<file path="src/rtl/ring_pkg.sv">
package ring_pkg;

    typedef logic [1:0] lvl_t;

    typedef enum logic [2:0] {
        OP_READ   = 3'd0,
        OP_WRITE  = 3'd1,
        OP_CALL   = 3'd2,
        OP_RET    = 3'd3,
        OP_ADJUST = 3'd4,
        OP_DROP   = 3'd5,
        OP_RSV6   = 3'd6,
        OP_RSV7   = 3'd7
    } op_e;

    typedef enum logic [1:0] {
        K_NONE = 2'd0,
        K_DATA = 2'd1,
        K_CODE = 2'd2,
        K_GATE = 2'd3
    } kind_e;

    localparam int WORDS_W = 5;
    localparam int SEL_W   = 16;

    typedef struct packed {
        kind_e              kind;
        lvl_t               dpl;
        logic               wr;
        lvl_t               tgt;
        logic [WORDS_W-1:0] words;
    } desc_t;

    localparam int DESC_W = $bits(desc_t);

    typedef struct packed {
        logic [12:0] index;
        logic        ti;
        lvl_t        rpl;
    } sel_t;

    typedef struct packed {
        logic               grant;
        logic               push;
        logic               pop;
        logic               set_cpl;
        lvl_t               new_cpl;
        logic [WORDS_W-1:0] words;
        sel_t               sel_out;
    } verdict_t;

    function automatic lvl_t lvl_max(lvl_t a, lvl_t b);
        return (a > b) ? a : b;
    endfunction

endpackage

</file>
<file path="src/rtl/ring_decide.sv">
module ring_decide
    import ring_pkg::*;
(
    input  lvl_t     cpl,
    input  op_e      op,
    input  sel_t     sel,
    input  desc_t    desc,
    input  logic     in_range,
    input  logic     stk_empty,
    input  logic     stk_full,
    input  lvl_t     stk_top,
    output verdict_t v
);

    lvl_t eff;
    lvl_t caller;
    logic data_ok;
    logic gate_ok;

    always_comb begin
        eff     = lvl_max(cpl, sel.rpl);
        caller  = stk_empty ? cpl : stk_top;
        data_ok = in_range && (desc.kind == K_DATA) && (desc.dpl >= eff);
        gate_ok = in_range && (desc.kind == K_GATE) && (desc.dpl >= eff)
                  && (desc.tgt < cpl) && !stk_full;

        v         = '0;
        v.sel_out = sel;

        case (op)
            OP_READ: begin
                v.grant = data_ok;
            end
            OP_WRITE: begin
                v.grant = data_ok && desc.wr;
            end
            OP_CALL: begin
                if (in_range && desc.kind == K_CODE) begin
                    v.grant = (desc.dpl == cpl) && (sel.rpl <= cpl);
                end else begin
                    v.grant   = gate_ok;
                    v.push    = gate_ok;
                    v.set_cpl = gate_ok;
                    v.new_cpl = desc.tgt;
                    v.words   = desc.words;
                end
            end
            OP_RET: begin
                v.grant   = !stk_empty;
                v.pop     = 1'b1;
                v.set_cpl = 1'b1;
                v.new_cpl = stk_top;
            end
            OP_ADJUST: begin
                v.grant       = 1'b1;
                v.sel_out.rpl = lvl_max(sel.rpl, caller);
            end
            OP_DROP: begin
                v.grant   = stk_empty && (sel.rpl >= cpl);
                v.set_cpl = 1'b1;
                v.new_cpl = sel.rpl;
            end
            default: begin
                v.grant = 1'b0;
            end
        endcase
    end

endmodule

</file>
<file path="config.mk">
export PLATFORM = sky130hd
export DESIGN_NAME = ring_decide
export DESIGN_NICKNAME = d
export VERILOG_FILES = /design/src/rtl/ring_pkg.sv /design/src/rtl/ring_decide.sv
export SDC_FILE = /design/constraint.sdc
export NUM_CORES = 1
export LEC_CHECK = 0
export CORE_MARGIN = 4
export CORE_UTILIZATION = 29
export DETAILED_ROUTE_END_ITERATION = 8
export PLACE_DENSITY = 0.94
export SLEW_MARGIN = 15
export SYNTH_ARGS = -nofsm -noshare
export SYNTH_HDL_FRONTEND = slang
export SYNTH_SLANG_ARGS = --single-unit
</file>
<file path="constraint.sdc">
create_clock -name vclk -period 2.56
set_input_delay 0.512 -clock vclk [all_inputs]
set_output_delay 0.512 -clock vclk [all_outputs]
set_load 0.02 [all_outputs]
</file>
==> results.md <==
- Max IR drop VDD: 85.2 µV
- Syn Inst Count: 79
- Via density: 4.92
- Worst Path Required: 2.05 ns
- Fmax: 379 MHz
- Gate power share: 100.0%
- Final hold slack: 1.02 ns
- Die Ht: 52.8 µm
- Reg area: 0 µm²
- Crit path launch type: input pin
- Normalized max-slew margin: 80.1%
- FFs & Latches: 0
- Top cells by area, synth: ha_1 19%, buf_4 18%, inv_1 6.5%
- Total GRT Usage: 18.6%
- Syn avg cell area: 7.36 µm²
- Via count: 763
- Total gr overflow: 0
- Critical path class: in2out
- Synthesized cell area: approximately 580 µm²
- PwrDens: 176 mW/mm²
- RSZ-0062 raised after global routing: true
- Final worst-path cycle share: 103%
- Initial antenna violation count: 0
- ANT cells: 0
- Area leader, netlist: ha_1
- Area of the core: 0.00182 mm²
- Violated checks: negative setup slack
- Min Tclk post-route: 2.64 ns
- Syn nets: about 130
- Final hold violations: 0
- Final setup violation count: 3
- Status: finished, violations left
- # rows: 15
- First-pass GRT wire length: 3970 µm
- DRC violations left: 0
- IO Pins: 65
- Worst Max-Slew Pin Slew: 0.298 ns
- Drt total wl: 2440 µm
- Most common cell after layout, fill and taps aside: buf_4
- Die Wd: 52.8 µm
- Layout overhead on the synthesized area: 102%
- Sequential Power Share: 0%
- Wire per inst: between 15 and 20 µm
- Hold Buf Count CTS: 0
- Yosys warns: 0
- Worst setup margin: -0.0818 ns
- CP Capture Type: primary output
- Initial Utilization: between 30% and 40%
- Vias in the first global route: 891
- Clock power share: 0%
- Cell variety after synth: 30
- Slew Limit Fails: 0
- Final Util: 64.7%
- Most frequent cells in the layout: 28 x buf_4, 15 x clkdlybuf4s50_1, 9 x dlygate4sd2_1
- Power Total: 0.207 mW
- Detailed Route Iter0 Violations: 17
- Internal power: between 0.1 and 0.15 mW
- Leak Pwr: approximately 0.6 nW
- Fraction of the yosys area taken by sequential cells: 0%
- Final RePlAce weighted congestion: 0.808
- Max-cap violations: 0
- Full die area: 0.00279 mm²
- Ratio of cells with drive above 1 in the final layout: 47.7%
- Number of I/O port buffers: 37
- Switching portion of total power: a little over two fifths
- CP Data Arrival Time: 2.13 ns
- Remaining antenna violation count: 0
- Worst hold path type: in2out
- DP Wirelength: 1750 µm
- Drt pass-1 iters: 4
- CP max FO: 3
- NetSw: 0.0871 mW
- CLK BUF: 0
- Post-synth top area share: 19.4%
- Fin nets: 179
- Largest net degree at the start of global routing: 8
-- cell families after synthesis --
group | share of synthesized area [%]
multiplexers | 3.66
buffers and inverters | 26.5
adder cells (fa/ha/maj) | 19.4
AND/OR/NAND/NOR | 29.5
XOR/XNOR | 3.01
AO/OA/AOI/OAI | 18.1
-- layer usage --
metal	vias up	track usage (%)	routed length, µm	share of wire [%]
met5	-	0	0	0
met1	352	18.4	889	36
met2	35	38.0	1330	54
met3	10	2.56	170	7.0
li1	366	-	-	-
met4	0	6.38	53	2.2
-- power by group through the flow --
stage,logic (mW),clock network (mW),registers (mW)
final,0.207,0,0
after detailed placement,0.163,0,0
after CTS,0.195,0,0
after global routing,0.223,0,0
after global placement,0.157,0,0
after floorplan,0.0964,0,0
-- repair_timing --
action | 4_1_cts | 5_1_grt
buffers inserted | 9 | 0
gates resized for setup | 70 | 18
hold endpoints to repair | 0 | 0
pin swaps | 15 | 11
endpoints found under the setup margin | 13 | 12
-- through the flow --
| stage | setup TNS, ns | cells | setup slack (ns) | cell area (µm²) |
|---|---|---|---|---|
| floorplan | 0 | 79 | 0.0201 | 582 |
| global placement | -5.23 | 146 | -0.935 | 1020 |
| detailed placement | -6.13 | 146 | -1.02 | 1020 |
| CTS | 0 | 155 | 0.000511 | 1160 |
| global route | -0.379 | 155 | -0.174 | 1180 |
| finish | -0.0949 | 155 | -0.0818 | 1180 |
-- synth_stat cells (all sizes together) --
library cell   n
buf           15
inv           10
ha             9
and2           5
nor2           4
nor3b          4
nand2          3
nand4          3
o21ai          3
a21oi          2
a222oi         2
and3b          2
nor2b          2
nor3           2
o21bai         2
a311oi         1
a31o           1
mux2           1
mux2i          1
nand2b         1
nand3          1
o211ai         1
o21a           1
o22ai          1
xnor2          1
xor2           1
-- path summary, 6_finish.rpt --
check,startpoint,to,slack [ns],depth (start not counted)
max,sel[1],v[26],-0.08,12
min,sel[6],v[6],1.02,0
-- final cells by class --
class,count,area [µm²]
Inverter,10,42.5
Multi-Input combinational cell,54,526
Fill cell,149,643
Tap cell,25,31.3
Timing Repair Buffer,66,578
-- worst max-delay path, cell delays in order --
cell and delay (ns):
buf_6 0.10, buf_6 0.11, ha_4 0.15, o21bai_4 0.18, nand2_2 0.07, o21ai_2 0.05
ha_1 0.28, nor3b_2 0.19, nor2_1 0.08, nand4_1 0.13, nand4_1 0.11, buf_4 0.17
Power figures use the tool's default switching activity.
